[src/rtl/ftb_pkg.sv]
package ftb_pkg;

    localparam int unsigned REG_W   = 32;
    localparam int unsigned CNT_W   = 64;
    localparam int unsigned ADDR_W  = 8;

    localparam logic [ADDR_W-1:0] OFS_CTRL  = 8'h00;
    localparam logic [ADDR_W-1:0] OFS_RATIO = 8'h08;

    localparam int unsigned BIT_SRC  = 8;
    localparam int unsigned BIT_STEP = 9;

    localparam logic [REG_W-1:0] RATIO_UNITY = {1'b1, {(REG_W-1){1'b0}}};

    typedef enum logic { SRC_XTAL = 1'b0, SRC_ALT = 1'b1 } src_e;

    typedef struct packed {
        src_e             src;
        logic             step_two;
        logic [REG_W-1:0] ratio;
    } cfg_t;

    function automatic logic [REG_W-1:0] clamp_ratio(input logic [REG_W-1:0] r);
        return (r > RATIO_UNITY) ? RATIO_UNITY : r;
    endfunction

endpackage

[src/rtl/ftb_regs.sv]
module ftb_regs
    import ftb_pkg::*;
#(
    parameter int unsigned AW = ADDR_W,
    parameter int unsigned DW = REG_W
) (
    input  logic          clk,
    input  logic          rst,
    input  logic          bus_we,
    input  logic [AW-1:0] bus_addr,
    input  logic [DW-1:0] bus_wdata,
    output logic [DW-1:0] bus_rdata,
    input  logic          load,
    output cfg_t          cfg_o
);
    logic [DW-1:0] ctrl_q;
    logic [DW-1:0] ratio_q;
    cfg_t          work_q;

    always_ff @(posedge clk) begin
        if (rst) begin
            ctrl_q  <= '0;
            ratio_q <= RATIO_UNITY;
        end else if (bus_we) begin
            if (bus_addr == OFS_CTRL)  ctrl_q  <= bus_wdata;
            if (bus_addr == OFS_RATIO) ratio_q <= bus_wdata;
        end
    end

    always_ff @(posedge clk) begin
        if (rst) begin
            work_q <= '{src: SRC_XTAL, step_two: 1'b0, ratio: RATIO_UNITY};
        end else if (load) begin
            work_q.src      <= src_e'(ctrl_q[BIT_SRC]);
            work_q.step_two <= ctrl_q[BIT_STEP];
            work_q.ratio    <= ratio_q;
        end
    end

    always_comb begin
        unique case (bus_addr)
            OFS_CTRL:  bus_rdata = ctrl_q;
            OFS_RATIO: bus_rdata = ratio_q;
            default:   bus_rdata = '0;
        endcase
    end

    assign cfg_o = work_q;


    reset_vals_chk: assert property (@(posedge clk) disable iff (rst)
        $past(rst) |-> (ctrl_q == '0 && ratio_q == RATIO_UNITY));


    hold_cfg_chk: assert property (@(posedge clk) disable iff (rst)
        !$past(load) && !$past(rst) |-> $stable(work_q));

endmodule

[src/rtl/ftb_phase_acc.sv]
module ftb_phase_acc
    import ftb_pkg::*;
#(
    parameter int unsigned AW = REG_W
) (
    input  logic          clk,
    input  logic          rst,
    input  logic          tick,
    input  logic [AW-1:0] ratio,
    output logic          pulse
);
    localparam logic [AW-1:0] HALF = {1'b1, {(AW-1){1'b0}}};

    logic [AW-1:0] acc_q;
    logic [AW-1:0] inc;
    logic [AW-1:0] sum;
    logic          carry;

    always_comb begin
        inc   = clamp_ratio(ratio);
        sum   = acc_q + inc;
        carry = (sum >= HALF);
        pulse = tick & carry;
    end

    always_ff @(posedge clk) begin
        if (rst) begin
            acc_q <= '0;
        end else if (tick) begin
            acc_q <= carry ? (sum - HALF) : sum;
        end
    end


    acc_bound_chk: assert property (@(posedge clk) disable iff (rst)
        acc_q < HALF);


    clamp_pulse_chk: assert property (@(posedge clk) disable iff (rst)
        (tick && ratio >= HALF) |-> pulse);


    zero_ratio_chk: assert property (@(posedge clk) disable iff (rst)
        (ratio == '0) |-> !pulse);

endmodule

[src/rtl/ftb_counter.sv]
module ftb_counter #(
    parameter int unsigned CW = 64
) (
    input  logic          clk,
    input  logic          rst,
    input  logic          pulse,
    input  logic          step_two,
    output logic [CW-1:0] count_o
);
    logic [CW-1:0] count_q;
    logic [CW-1:0] step;

    assign step = step_two ? CW'(2) : CW'(1);

    always_ff @(posedge clk) begin
        if (rst)        count_q <= '0;
        else if (pulse) count_q <= count_q + step;
    end

    assign count_o = count_q;


    step_size_chk: assert property (@(posedge clk) disable iff (rst)
        pulse |=> (count_q - $past(count_q)) == ($past(step_two) ? CW'(2) : CW'(1)));

endmodule

[src/rtl/frac_timebase.sv]
module frac_timebase
    import ftb_pkg::*;
#(
    parameter int unsigned ADDR_BITS = ADDR_W,
    parameter int unsigned DATA_BITS = REG_W,
    parameter int unsigned COUNT_BITS = CNT_W
) (
    input  logic                  clk,
    input  logic                  rst,
    input  logic                  tick_xtal,
    input  logic                  tick_alt,
    input  logic                  bus_we,
    input  logic [ADDR_BITS-1:0]  bus_addr,
    input  logic [DATA_BITS-1:0]  bus_wdata,
    output logic [DATA_BITS-1:0]  bus_rdata,
    output logic [COUNT_BITS-1:0] count_o
);
    cfg_t cfg;
    logic tick_sel;
    logic pulse;

    assign tick_sel = (cfg.src == SRC_ALT) ? tick_alt : tick_xtal;

    ftb_regs #(.AW(ADDR_BITS), .DW(DATA_BITS)) u_regs (
        .clk       (clk),
        .rst       (rst),
        .bus_we    (bus_we),
        .bus_addr  (bus_addr),
        .bus_wdata (bus_wdata),
        .bus_rdata (bus_rdata),
        .load      (tick_sel),
        .cfg_o     (cfg)
    );

    ftb_phase_acc #(.AW(DATA_BITS)) u_acc (
        .clk   (clk),
        .rst   (rst),
        .tick  (tick_sel),
        .ratio (cfg.ratio),
        .pulse (pulse)
    );

    ftb_counter #(.CW(COUNT_BITS)) u_cnt (
        .clk      (clk),
        .rst      (rst),
        .pulse    (pulse),
        .step_two (cfg.step_two),
        .count_o  (count_o)
    );


    xtal_only_chk: assert property (@(posedge clk) disable iff (rst)
        (cfg.src == SRC_XTAL && !tick_xtal) |=> $stable(count_o));


    alt_only_chk: assert property (@(posedge clk) disable iff (rst)
        (cfg.src == SRC_ALT && !tick_alt) |=> $stable(count_o));

endmodule

[config.mk]
export PLATFORM = sky130hd
export DESIGN_NAME = frac_timebase
export DESIGN_NICKNAME = d
export VERILOG_FILES = /design/src/rtl/ftb_pkg.sv /design/src/rtl/ftb_regs.sv /design/src/rtl/ftb_phase_acc.sv /design/src/rtl/ftb_counter.sv /design/src/rtl/frac_timebase.sv
export SDC_FILE = /design/constraint.sdc
export NUM_CORES = 1
export LEC_CHECK = 0
export ABC_AREA = 1
export ABC_CLOCK_PERIOD_IN_PS = 5000
export BUFFER_PORTS_ARGS = -buffer_cell sky130_fd_sc_hd__buf_4
export CAP_MARGIN = 20
export CORE_ASPECT_RATIO = 0.6
export CORE_UTILIZATION = 25
export DETAILED_ROUTE_END_ITERATION = 10
export GPL_TIMING_DRIVEN = 1
export PLACE_DENSITY_LB_ADDON = 0.3
export SYNTH_ARGS = -nofsm -noshare
export SYNTH_HDL_FRONTEND = slang
export SYNTH_SLANG_ARGS = --single-unit
[constraint.sdc]
create_clock -name clk -period 5 [get_ports clk]
set_clock_uncertainty 0.1 [all_clocks]
set_input_delay 0.5 -clock clk [delete_from_list [all_inputs] [get_ports clk]]
set_output_delay 0.5 -clock clk [all_outputs]
set_load 0.005 [all_outputs]
=== After elaboration in Yosys (flattened, before gate mapping) ===
Index checks and enable logic that the tools add are counted.

* Equality and inequality tests: 1
* Reduce and logical (&&, ||, !) cells: 3
* Magnitude comparators: 2
* Muxes and demuxes: 5
* Bitwise operators: 1
* Add/sub/neg operators: 3

{| class="wikitable"
|+ Operator list
! kind !! number
|-
| 64-bit adder || 1
|-
| 32-bit 2-to-1 mux || 2
|-
| 32-bit case mux with 2 select lines || 1
|-
| 32-bit adder || 1
|-
| 32-bit greater-or-equal comparator, second input constant || 1
|-
| 32-bit greater-than comparator, second input constant || 1
|-
| 32-bit subtractor, second input constant || 1
|-
| 8-bit by 4-bit equality test with 1-bit output, second input constant || 1
|-
| 8-bit logical NOT || 1
|-
| 2-bit AND reduction || 2
|-
| 2-bit 2-to-1 mux || 1
|-
| 1-bit AND || 1
|-
| 1-bit 2-to-1 mux || 1
|}

* Bits in registers: 194
* Output and inout bits: 96

=== Longest topological paths before layout ===
* Depth in word-level cells: 5
* Mapped depth: 21

=== By module ===
Synthesis repeated with hierarchy kept, for this count alone.

* Cell total of the unflattened synthesis: 2038
* Area, all modules: 12259.3 um^2

{| class="wikitable"
|+ Modules (own cells, without submodules)
! module !! area an instance (um^2) !! times used !! cells an instance !! sequential area each (um^2)
|-
| ftb_regs || 4286.6 || 1 || 647 || 1961.9
|-
| ftb_counter || 4030.1 || 1 || 654 || 1281.2
|-
| ftb_phase_acc || 3927.5 || 1 || 733 || 640.6
|-
| frac_timebase || 15.0 || 1 || 4 || 0.0
|}

=== Worst setup path before layout ===
OpenSTA, ideal clock, no wires.

* Path type: reg-to-reg
* From: register u_regs.cfg_o[7] (netlist name)
* To: register u_cnt.count_q[42] (netlist: u_cnt.count_o[42])
* Library setup time: 0.070 ns
* Arrival time: 2.733 ns
* Path buffers: 3
* Slack: 2.096 ns
* Cell stages (with the launch flop): 21
* Cell sequence: dfxtp_1 inv_1 nand4_1 nor4_1 a41oi_1 clkbuf_1 nor2_1 ha_1 nand2_1 inv_1 a21oi_1 nand2_2 nand2_1 nand2_2 nand2_2 nand3_1 nand2_4 buf_6 buf_8 nand3_2 a21oi_2

* Longest elaborated chain between the ends: 5

{| class="wikitable"
|+ RTL lines
! element !! RTL line !! source
|-
| 32-bit greater-than comparator || ftb_pkg.sv:24 || <nowiki>return (r > RATIO_UNITY) ? RATIO_UNITY : r;</nowiki>
|-
| 32-bit 2-to-1 mux (*) || ftb_pkg.sv:24 ||
|-
| 32-bit adder (*) || ftb_phase_acc.sv:21 || <nowiki>sum = acc_q + inc;</nowiki>
|-
| 32-bit greater-or-equal comparator (*) || ftb_phase_acc.sv:22 || <nowiki>carry = (sum >= HALF);</nowiki>
|-
| 1-bit AND (*) || ftb_phase_acc.sv:23 || <nowiki>pulse = tick & carry;</nowiki>
|-
| to (signal assigned) || ftb_counter.sv:17 || <nowiki>else if (pulse) count_q <= count_q + step;</nowiki>
|-
| to (decl) || ftb_counter.sv:10 || <nowiki>logic [CW-1:0] count_q;</nowiki>
|}

Mark *: on every way between the ends. The rest lies on a longest branch, timed or not.
A chain may end at the register's enable or synchronous reset.

=== Worst setup path after layout ===
* From: register u_regs.cfg_o[5] (netlist name)
* To: register u_cnt.count_q[39] (netlist: u_cnt.count_o[39])

* Longest elaborated chain between the ends: 5

{| class="wikitable"
|+ RTL lines
! element !! RTL line
|-
| 32-bit greater-than comparator || ftb_pkg.sv:24
|-
| 32-bit 2-to-1 mux (*) || ftb_pkg.sv:24
|-
| 32-bit adder (*) || ftb_phase_acc.sv:21
|-
| 32-bit greater-or-equal comparator (*) || ftb_phase_acc.sv:22
|-
| 1-bit AND (*) || ftb_phase_acc.sv:23
|}

Marks and branches as above.

==> summary.md <==
| Metric | Value |
|---|---|
| Outcome | `complete, no violations` |
| CP delay by family, top | `simple AND/OR/NAND/NOR gates` |
| Synth area leaders | `dfxtp_1, nand2_1, nor2_1` |
| Layout area overhead | `19.4%` |
| Power Internal | `2350 uW` |
| Mapped cell area | `~0.012 mm^2` |
| Endpoints failing setup | `0` |
| Share of the synthesized area in the top cell type | `0.334` |
| Pwr dens | `~240 mW/mm^2` |
| CTS tree | `built` |
| Post-synthesis xor/xnor area fraction | `0.0445` |
| Drt drc | `0` |
| Max Clock Freq | `about 0.26 GHz` |
| CTS Buffer Depth | `2` |
| Hold slack | `roughly 0.18 ns` |
| Main combinational cell family by area after synthesis | `simple AND/OR/NAND/NOR gates` |
| Final nets | `roughly 2000` |
| CP Data Required Time | `about 5.3 ns` |
| Final min period | `around 4 ns` |
| Gate power share | `0.094` |
| Worst Reg2Reg Path Length in Cells | `17` |
| CTS clk-pin slew, worst paths | `0.08 ns` |
| Psw | `between 900 and 1000 uW` |
| Tightest Hold Check Type | `primary input to register` |
| Antenna Cells | `0` |
| Simple logic cell fraction of the synthesized area | `0.310` |
| Net Sw Frac | `0.285` |
| Routed len/inst | `17.5 um` |
| GRT Residual Overflow | `0` |
| EDFF count, synth | `0` |
| Area post-placement | `approximately 0.013 mm^2` |
| Final Cell Area | `between 0.01 and 0.015 mm^2` |
| Vias in the first global route | `around 11000` |
| Multiplexer share of the synthesized area | `0` |
| Register bit total from synthesis | `about 190` |
| Yosys warnings | `0` |
| Top Layer Used | `met5` |
| CP max stage cell | `nor4_1` |
| # Post-CTS Setup Buffers | `0` |
| Post_cts resized | `0` |
| MaxCap Viol Count | `0` |
| Setup crit end kind | `register` |
| Global-route wire length before repair | `roughly 68000 um` |
| M1 WL | `23200 um` |
| CP Launch Type | `register` |
| Cell chain of the critical path | `inv_1 -> nand4_1 -> nor4_1 -> a41oi_2 -> buf_4 -> nor2_1 -> ha_1 -> a21oi_1 -> nand2_1 -> a21oi_1 -> nand2_2 -> nand2_2 -> nand3_1 -> nand2_4 -> buf_4 -> nand3_1 -> a21oi_1` |
| Final Hold Vio Count | `0` |
| Die H | `around 170 um` |
| Main synth FF type | `dfxtp_1` |
| Asr flop ratio synth | `0` |
| Iter 0 DRT Violations | `about 950` |
| GPL Wtd Cong | `between 0.9 and 1` |
| Critical path's largest stage delay | `around 0.47 ns` |
| Site Rows | `60` |
| Clock buffer count from CTS | `17` |
| CTS Root Cell | `clkbuf_16` |
| H-tree levels | `4` |
| Met2 Wirelength | `around 17000 um` |
| Largest net degree at the start of global routing | `85` |
| Count of different cell masters after synthesis | `39` |
| Gr usage total | `0.187` |
| Worst VDD drop | `172 uV` |
| Initial Utilization | `0.256` |
| Worst path bufs/invs | `3` |
| Slew margin rel. | `0.256` |
| Clock Latency Late Sink | `around 0.47 ns` |
| Met3 WL | `approximately 3500 um` |
| Synth Area in Adders | `0.0390` |
| Worst Path Arrival | `about 4.2 ns` |
| CP Depth | `17` |
| Clock power frac | `0.420` |
| Slew Limit Fails | `0` |
| Via count | `12041` |
| Cts hold-fix bufs | `0` |
| Core box area | `between 0.04 and 0.05 mm^2` |
| Post-synthesis sequential area ratio | `0.334` |
| Total routed wirelength | `43900 um` |
| Initial antenna violation count | `1` |
| CTS sink count | `~190` |
| Mapped Cells | `1777` |
| Setup TNS after final layout | `0 ns` |
| I/O pins | `roughly 140` |
| RSZ-0062 raised after global routing | `false` |
| Post-synthesis area per instance | `6.54 um^2` |
| Share of layout cells above drive strength 1 | `0.122` |
| Tot Pwr | `3280 uW` |
| TritonRoute pass-1 iters | `5` |
| Via density | `roughly 4.8` |
| CP Max Fanout | `27` |
| Hold Path Cell Cnt | `3` |
| Post-DP HPWL | `between 30000 and 40000 um` |
| Cell mode on critical path | `a21oi_1` |
| DRT antenna net count | `0` |
| IO buf count | `140` |
| CP Class | `register to register` |
| Full die area | `approximately 0.047 mm^2` |
| Pleak | `about 0.0057 uW` |
| Final period util | `0.777` |
| Measured slew at the worst slew-check pin | `~1.1 ns` |
| Chip Width | `roughly 280 um` |
| Compound-gate portion of the synthesized area | `0.174` |
| Sequential share of power | `0.486` |
| Synth area leader | `dfxtp_1` |
| Syn nets | `approximately 1900` |
-- Yosys cell counts (all sizes together) (23+ instances only) --
master,instances
ha,33
dfxtp,194
xor2,39
a21oi,169
clkbuf,49
nor2,237
buf,26
nand3,141
nor3,33
inv,212
o21ai,112
a22o,23
nand2,399
-- state kept, by name (all words and copies together), names as in the netlist --
name and flops:
u_regs.ctrl_q 32, u_regs.cfg_o 34, u_acc.acc_q 32, u_cnt.count_o 64, u_regs.ratio_q 32
-- metrics by stage --
step / util / std cells / setup slack [ns]
after CTS: 0.305 / 2511 / 1.24
after floorplan: - / 1777 / 2.10
after global placement: 0.293 / 2479 / 1.41
final: 0.306 / 2512 / 1.12
after global routing: 0.306 / 2512 / 0.837
after detailed placement: 0.293 / 2479 / 1.30
-- cell families (layout without fill, tap and decap cells) --
group | after synthesis | after routing
AO/OA/AOI/OAI | 352 | 352
XOR/XNOR | 59 | 59
flip-flops | 194 | 194
adder cells (fa/ha/maj) | 35 | 35
AND/OR/NAND/NOR | 849 | 849
buffers and inverters | 288 | 403
-- final timing paths --
path | startpoint | to | slack, ns
hold / removal | bus_wdata[22] | u_regs.ctrl_q[22] | 0.18
setup / recovery | u_regs.cfg_o[5] | u_cnt.count_o[39] | 1.12
hold reg to reg | u_acc.acc_q[31] | u_acc.acc_q[31] | 0.36
setup reg to reg | u_regs.cfg_o[5] | u_cnt.count_o[39] | 1.12
-- tightest hold or removal path, delay by kind of cell --
family                 cells  cell delay [ns]
buffers and inverters      1             0.09
AND/OR/NAND/NOR            2             0.12
-- metal layers --
layer | vias up | GRT usage
met2 | 360 | 0.243
met1 | 5650 | 0.289
met5 | - | 0
met3 | 33 | 0.0540
met4 | 2 | 0.0463
li1 | 5996 | -
-- layout by cell type, fill, tap and decap left out, types with 3 or more instances in the layout --
| cell type | count |
|---|---|
| clkinv_4 | 3 |
| dfxtp_1 | 194 |
| a211oi_1 | 20 |
| nor2_1 | 235 |
| o211ai_1 | 4 |
| nor3_1 | 33 |
| clkinv_2 | 3 |
| inv_6 | 4 |
| nand4_1 | 20 |
| xnor2_1 | 20 |
| nand2_1 | 391 |
| a22o_1 | 23 |
| o21bai_1 | 17 |
| clkbuf_16 | 17 |
| nand2_2 | 6 |
| nand3_1 | 130 |
| inv_1 | 211 |
| buf_4 | 155 |
| a21o_1 | 5 |
| a21oi_1 | 157 |
| nand3_2 | 11 |
| and2_1 | 4 |
| nor4_1 | 8 |
| or2_2 | 3 |
| inv_8 | 3 |
| a21oi_2 | 11 |
| xor2_1 | 39 |
| o21ai_0 | 112 |
| ha_1 | 33 |
-- power groups by stage --
stage,Sequential [uW],Clock [uW],Combinational [uW]
3_3_place_gp,1630,0,304
3_5_place_dp,1630,0,307
4_1_cts,1600,1420,308
6_report,1600,1380,308
2_1_floorplan,1630,0,197
5_1_grt,1600,1470,344
-- final cells by class --
class / count / area (um^2)
fill: 5085 / 31500
multi-input combinational: 1295 / 6620
sequential: 194 / 3880
timing repair buffer: 158 / 1230
inverter: 213 / 800
tap: 620 / 776
clock buffer: 18 / 439
clock inverter: 14 / 118
Power figures use the tool's default switching activity.
